<file path="config.mk">
export PLATFORM = sky130hd
export DESIGN_NAME = line_change_watch
export DESIGN_NICKNAME = d
export VERILOG_FILES = /design/src/rtl/lcw_pkg.sv /design/src/rtl/lcw_sync.sv /design/src/rtl/lcw_tick.sv /design/src/rtl/lcw_filter.sv /design/src/rtl/line_change_watch.sv
export SDC_FILE = /design/constraint.sdc
export NUM_CORES = 1
export LEC_CHECK = 0
export BUFFER_PORTS_ARGS = -buffer_cell sky130_fd_sc_hd__buf_2
export CORE_MARGIN = 2
export CORE_UTILIZATION = 30
export CTS_CLUSTER_DIAMETER = 150
export DETAILED_ROUTE_END_ITERATION = 7
export SYNTH_ARGS = -nofsm -noshare
export SYNTH_HDL_FRONTEND = slang
export SYNTH_SLANG_ARGS = --single-unit
</file>
<file path="constraint.sdc">
create_clock -name clk -period 1.98 [get_ports clk]
set_clock_uncertainty 0.1 [all_clocks]
set_input_delay 0.396 -clock clk [delete_from_list [all_inputs] [get_ports clk]]
set_output_delay 0.396 -clock clk [all_outputs]
set_load 0.02 [all_outputs]
</file>
<file path="src/rtl/lcw_pkg.sv">
package lcw_pkg;
  localparam int LCW_LINES = 4;
  localparam int LCW_TICK_DIV = 1302;

  typedef struct packed {
    logic level;
    logic hit;
  } lcw_filt_t;
endpackage

</file>
<file path="src/rtl/lcw_sync.sv">
module lcw_sync #(
  parameter int WIDTH = 4
) (
  input  logic             clk,
  input  logic [WIDTH-1:0] async_in,
  output logic [WIDTH-1:0] sync_out
);
  for (genvar g = 0; g < WIDTH; g++) begin : g_line
    logic stage1, stage2;
    always_ff @(posedge clk) begin
      stage1 <= async_in[g];
      stage2 <= stage1;
    end
    assign sync_out[g] = stage2;
  end
endmodule

</file>
<file path="src/rtl/lcw_tick.sv">
module lcw_tick #(
  parameter int DIV = 1302
) (
  input  logic clk,
  input  logic rst_n,
  output logic tick
);
  localparam int CW = (DIV > 2) ? $clog2(DIV) : 1;
  localparam logic [CW-1:0] LAST = CW'(DIV - 1);

  logic [CW-1:0] cnt;

  always_ff @(posedge clk) begin
    if (!rst_n)           cnt <= '0;
    else if (cnt == LAST) cnt <= '0;
    else                  cnt <= cnt + 1'b1;
  end

  assign tick = (cnt == LAST);

  if (DIV > 1) begin : g_chk
    assert_tick_spacing_R5: assert property (@(posedge clk) disable iff (!rst_n)
      tick |=> !tick);
  end
endmodule

</file>
<file path="src/rtl/lcw_filter.sv">
module lcw_filter
  import lcw_pkg::*;
(
  input  logic      clk,
  input  logic      rst_n,
  input  logic      tick,
  input  logic      s_in,
  output lcw_filt_t st
);
  logic prev_q, level_q, accept;

  assign accept = tick && (s_in == prev_q) && (s_in != level_q);

  always_ff @(posedge clk) begin
    if (!rst_n) begin
      prev_q  <= s_in;
      level_q <= s_in;
    end else if (tick) begin
      prev_q <= s_in;
      if (accept) level_q <= s_in;
    end
  end

  assign st.level = level_q;
  assign st.hit   = accept;

  assert_level_moves_on_tick_R4: assert property (@(posedge clk) disable iff (!rst_n)
    ($past(rst_n) && level_q != $past(level_q)) |-> $past(tick));
endmodule

</file>
<file path="src/rtl/line_change_watch.sv">
module line_change_watch
  import lcw_pkg::*;
#(
  parameter int NUM_LINES = LCW_LINES,
  parameter int TICK_DIV  = LCW_TICK_DIV
) (
  input  logic                   clk,
  input  logic                   rst_n,
  input  logic [NUM_LINES-1:0]   line_in,
  input  logic                   rd_en,
  input  logic [NUM_LINES-1:0]   irq_mask,
  output logic [2*NUM_LINES-1:0] rd_data,
  output logic                   irq
);
  logic [NUM_LINES-1:0] synced, level, hit, chg_q;
  logic                 tick;

  lcw_sync #(.WIDTH(NUM_LINES)) u_sync (
    .clk(clk), .async_in(line_in), .sync_out(synced));

  lcw_tick #(.DIV(TICK_DIV)) u_tick (
    .clk(clk), .rst_n(rst_n), .tick(tick));

  for (genvar g = 0; g < NUM_LINES; g++) begin : g_filt
    lcw_filt_t st;
    lcw_filter u_filt (
      .clk(clk), .rst_n(rst_n), .tick(tick), .s_in(synced[g]), .st(st));
    assign level[g] = st.level;
    assign hit[g]   = st.hit;

    assert_flag_rise_has_move_R2: assert property (@(posedge clk) disable iff (!rst_n)
      ($past(rst_n) && $rose(chg_q[g])) |-> (level[g] != $past(level[g])));
    assert_flag_clear_by_read_R7: assert property (@(posedge clk) disable iff (!rst_n)
      ($past(rst_n) && $fell(chg_q[g])) |-> $past(rd_en));
  end

  always_ff @(posedge clk) begin
    if (!rst_n) chg_q <= '0;
    else        chg_q <= (rd_en ? '0 : chg_q) | hit;
  end

  assign rd_data = {chg_q, level};
  assign irq     = |(chg_q & irq_mask);

  assert_reset_quiet_R1: assert property (@(posedge clk)
    !rst_n |=> (chg_q == '0));
endmodule

</file>
==> Yosys cells after proc, flatten, opt, wreduce, memory -nomap -nowiden <==
Index checks and enable logic that the tools add are counted.
Widths: inputs -> output; s select.
{ "totals": {"reg_bits": 31, "latch_bits": 0, "mem_bits_rw": 0, "romBits": 0, "in_bits": 11, "out_inout_bits": 9, "wordCells": 71, "memories": 0} }
{ "op_classes": {"n_addsub": 1, "multipliers": 0, "div": 0, "magnitude_cmp": 0, "eq_ne": 14, "shift": 0, "mux": 21, "bitwise_logic": 3, "n_reduce_logical": 14} }
{ "ops": {"columns": ["op", "n"], "rows": [
  ["$mux 1", 20],
  ["$add 11x1->11 const B", 1],
  ["$eq 11x11->1 const B", 1],
  ["$ne 2x1->1 const B", 5],
  ["$logic_and 1x1->1", 8],
  ["$reduce_and 2->1", 4],
  ["$and 4x4->4", 1],
  ["$eq 1x1->1", 4],
  ["$mux 4", 1],
  ["$ne 1x1->1", 4],
  ["$or 4x4->4", 1],
  ["$reduce_or 4->1", 1],
  ["$reduce_or 2->1", 1],
  ["$not 1->1", 1]
]} }

==> Logic depth before layout (Yosys ltp) <==
{ "logic_depth": {"ltp_word": 6, "ltp_mapped": 6, "ltp_nobuf": 5} }

==> Hierarchy <==
A second synthesis with hierarchy kept.
{ "hier_totals": {"cells_unflattened": 118, "area_unflattened_um2": 1333.8} }
{ "by_module_without_submodules": {"columns": ["module", "instances", "cells_each", "area_per_inst_um2", "seq_area_each_um2"], "rows": [
  ["lcw_tick", 1, 55, 519.2, 220.2],
  ["lcw_filter", 4, 9, 117.6, 60.1],
  ["lcw_sync", 1, 12, 190.2, 160.2],
  ["line_change_watch", 1, 15, 153.9, 80.1]
]} }

==> Least setup slack after synthesis <==
No wires, ideal clock.
{ "synth_timing": {"path_type": "register to register", "startpoint": "register u_tick.cnt[7]", "endpoint": "register g_filt[0].u_filt.level_q (enable)", "setup_time_ps": 310, "arrival_time_ps": 1572, "required_time_ps": 1570, "slack_ps": -2, "stages_incl_launch_ff": 5, "path_buffers": 1, "synth_period_minus_slack_ps": 1982, "path_cell_list": "dfxtp_1 > or4b_1 > or4_1 > buf_6 > o21ai_0"} }
{ "synth_between": {"elab_chain_cells": 5, "word_cells_on_any_way": 6, "classes_between": "eq/ne: 3; reduce/logical: 3"} }
{ "synth_lines": {"columns": ["element", "line", "source"], "rows": [
  ["start, declared", "lcw_tick.sv:11", "logic [CW-1:0] cnt;"],
  ["start signal, assigned", "lcw_tick.sv:16", "else cnt <= cnt + 1'b1;"],
  ["$eq 11x11->1 *", "lcw_tick.sv:19", "assign tick = (cnt == LAST);"],
  ["$logic_and 1x1->1 (2 in series)", "lcw_filter.sv:12", "assign accept = tick && (s_in == prev_q) && (s_in != level_q);"],
  ["$ne 2x1->1 (no source line)", null, null],
  ["$reduce_and 2->1 (no source line) *", null, null],
  ["end signal, assigned", "lcw_filter.sv:17", "level_q <= s_in;"],
  ["end signal, assigned", "lcw_filter.sv:20", "if (accept) level_q <= s_in;"],
  ["end, declared", "lcw_filter.sv:10", "logic prev_q, level_q, accept;"]
]} }
Every way passes the cells marked *; elsewhere a longest branch is shown, timed or not.
A chain may end at the register's enable or synchronous reset.

==> Worst setup path after layout <==
{ "layout_timing": {"startpoint": "register u_tick.cnt[7]", "endpoint": "register g_filt[2].u_filt.level_q (enable)"} }
{ "layout_between": {"elab_chain_cells": 5, "word_cells_on_any_way": 6, "classes_between": "eq/ne: 3; reduce/logical: 3"} }
{ "layout_lines": {"columns": ["element", "line"], "rows": [
  ["$eq 11x11->1 *", "lcw_tick.sv:19"],
  ["$logic_and 1x1->1 (2 in series)", "lcw_filter.sv:12"],
  ["$ne 2x1->1 (no source line)", null],
  ["$reduce_and 2->1 (no source line) *", null],
  ["end signal, assigned", "lcw_filter.sv:17"],
  ["end signal, assigned", "lcw_filter.sv:20"],
  ["end, declared", "lcw_filter.sv:10"]
]} }
Marks and branches as above.

==> flow_summary.toml <==
[cts]
cts_made_buffers = 5
post-cts-setup-buffers = 0
htreeDepth = 2
cts_tree = "yes"
clock_sinks = 31
clk-insertion-delay-late_ns = 0.27
ctsRootBufferMaster = "sky130_fd_sc_hd__clkbuf_8"
ctsLongestPathBuffers = 2
path_clk_slew_ns = 0.06

[pwr]
p_per_area_nw_per_um2 = 799.8
comb_power_share_pct = 5.7
p_sw_uw = 262.5
leakagePower_uw = 0.0005849
design_power_total_uw = 1205
swShare_pct = 21.78
ir_drop_v = 0.0002828
share_seq_of_total_power_pct = 57.1
internal-power_uw = 942.4
part_of_the_power_in_the_clock_network_pct = 37.2

[yosys]
synth_cell_type_count = 28
postSynthRegisterBits = 31
synth_area_leaders = "sky130_fd_sc_hd__dfxtp_1 38%, sky130_fd_sc_hd__edfxtp_1 20%, sky130_fd_sc_hd__a21oi_1 4.1%"
yosysWarnings = 0
synthesis.nets = 124
most_numerous_cell_in_the_yosys_netlist = "sky130_fd_sc_hd__dfxtp_1"
postSynthCellCount = 111
synth_top_cell_by_area = "sky130_fd_sc_hd__dfxtp_1"
synth_cell_count_leaders = "23 x sky130_fd_sc_hd__dfxtp_1, 10 x sky130_fd_sc_hd__a21oi_1, 9 x sky130_fd_sc_hd__nor2_1"
ys_seq_area_share_pct = 57.20
ys.flop_type = "sky130_fd_sc_hd__dfxtp_1"
post-synth-top-area-fraction_pct = 37.59
postSynthAreaPerCell_um2 = 11.04
postSynth.asyncResetShare_pct = 0
synth_enable_flop_cells = 8
syn-cell-area_um2 = 1225

[floorplanning]
initial_utilization_pct = 30.84
die-area_um2 = 4610
chipHeight_um = 67.90
die_w_um = 67.90
site_rows = 23
num_io_pins = 20
core_area_um2 = 3971

[timing]
timing_max_transition_violations_final = 0
finalSetupTns_ns = 0
finalHoldViolCount = 0
hold_slack_ns = 0.1191
timing.max_slew.rel_slack_pct = 75.68
worst_margin_pin_slew_ns = 0.3647
timing.final.crit_share_pct = 97.52
max_freq_mhz = 517.9
setup_viol = 0
final_period_minus_worst_setup_slack_ns = 1.931
rsz0062_at_grt = "true"

[detailed_routing]
route.detailed.drc = 0
remaining_number_of_nets_flagged_by_the_antenna_check_after_routing = 0
vias = 895
drt_iter0_drc = 25
dr.pass1.iters = 4
drt-total-wl_um = 2188
per_cell_routed_wire_length_um = 11.40
routed_via_density = 4.661

[placed_design]
hpwl_um = 1645
globalplace.congestion = 0.7214
io_buffers = 19

[global_route]
globalRouteTotalUtil_pct = 10.56
grt_pass1_wl_um = 3505
grt_overflow = 0
first_global_vias = 832
grt_max_degree = 14
grt_antenna_before_repair = 0

[layout]
layout.core_utilization_pct = 37.93
fillerInstances = 420
register_area_um2 = 700.7
area_growth_syn_to_layout_pct = 22.98
finalNetCount = 154
num_antenna_cells = 0
multi_input_comb_area_um2 = 474.2
final_layout_size_suffix_gt1_share_pct = 29.58

[worst_setup_path]
critical-path-max-stage-delay_ns = 0.54
cp_top_family = "simple AND/OR/NAND/NOR gates"
timing_worst_setup_path_type = "flop to flop"
crit_buf_inv = 0
worstSetupStartpointType = "flop"
setup.reg_to_reg.worst_slack_ns = 0.05
worstPathRequired_ns = 1.85
crit_chain = "or4b_1 -> or4_4 -> o21ai_0"
critical_path.endpoint_type = "flop"
cp.arrival_ns = 1.80
cp_slowest_cell = "sky130_fd_sc_hd__or4b_1"
crit_path_max_fanout = 6

[job]
drv_cap = 0

[status]
run_status = "finished clean"

[min_path]
timing.hold.worst.class = "input pin to flop"
## registers in the layout, summed over array words and instances (netlist names)
name / count
g_filt.u_filt.prev_q: 4
u_sync.g_line.stage1: 4
u_sync.g_line.stage2: 4
chg_q: 4
g_filt.u_filt.level_q: 4
u_tick.cnt: 11
## path summary, 6_finish.rpt
check | startpoint | end | cells after the start
max | u_tick.cnt[7]$_SDFF_PP0_ | g_filt[2].u_filt.level_q$_DFFE_PP_ | 3
min | line_in[3] | u_sync.g_line[3].stage1$_DFF_P_ | 1
max reg2reg | u_tick.cnt[7]$_SDFF_PP0_ | g_filt[2].u_filt.level_q$_DFFE_PP_ | 3
min reg2reg | u_sync.g_line[1].stage1$_DFF_P_ | u_sync.g_line[1].stage2$_DFF_P_ | 0
## power by group through the flow
stage          clock network [uW]  registers, uW  logic, uW
2_1_floorplan                   0            700       44.3
3_3_place_gp                    0            701       67.5
3_5_place_dp                    0            702       69.9
4_1_cts                       469            688       70.1
5_1_grt                       501            691       77.6
6_report                      448            688       68.8
## cell families after synthesis
| kind of cell | synth area share (%) |
|---|---|
| and+or+nand+nor | 18.28 |
| DFF | 57.20 |
| AOI/OAI and AO/OA | 15.32 |
| buffers and inverters | 5.004 |
| xor gates and xnor gates | 2.145 |
| adders and majority gates | 2.043 |
## through the flow
step                worst slack, ns  instances  cell area (um2)
finish                      0.04918        192             1506
global route               -0.01772        192             1506
CTS                         0.04278        192             1506
detailed placement         -0.06794        184             1423
global placement            0.03854        184             1423
floorplan                 -0.001691        111             1225
## final cells by class
type,instances,share of cell area (%)
Sequential cell,31,46.51
Multi-Input combinational cell,70,31.48
Timing Repair Buffer,30,11.79
Clock buffer,6,4.817
Tap cell,50,4.153
Inverter,3,0.7475
Clock inverter,2,0.4983
## placed cells by master (no fill, tap or decap), types with 3 or more instances in the layout
cell                       Yosys  final
sky130_fd_sc_hd__dfxtp_1      23     23
sky130_fd_sc_hd__buf_2         1     19
sky130_fd_sc_hd__buf_4         4     11
sky130_fd_sc_hd__a21oi_1      10     10
sky130_fd_sc_hd__nor2_1        9      9
sky130_fd_sc_hd__edfxtp_1      8      8
sky130_fd_sc_hd__o21ai_0       8      6
sky130_fd_sc_hd__nand3_1       6      6
sky130_fd_sc_hd__clkbuf_8      0      5
sky130_fd_sc_hd__and3b_1       4      4
sky130_fd_sc_hd__nand3b_1      4      4
sky130_fd_sc_hd__inv_1         3      3
sky130_fd_sc_hd__nand2_1       3      3
sky130_fd_sc_hd__o31ai_2       3      3
sky130_fd_sc_hd__or3_1         3      3
## per-layer routing
layer	global-route usage, %	up-vias	share of wire (%)	wire length, um
met1	11.37	407	45	988
met3	5.099	3	6.9	152
li1	-	462	-	-
met4	4.500	0	0.96	21
met5	0	-	0	0
met2	17.65	23	47	1025
## what timing repair did
action | in CTS | in global routing
cloned | 0 | 0
resized for setup | 2 | 1
setup endpoints to repair | 4 | 4
hold buffers | 0 | 0
Note: power is estimated with default switching activity, not from simulation.
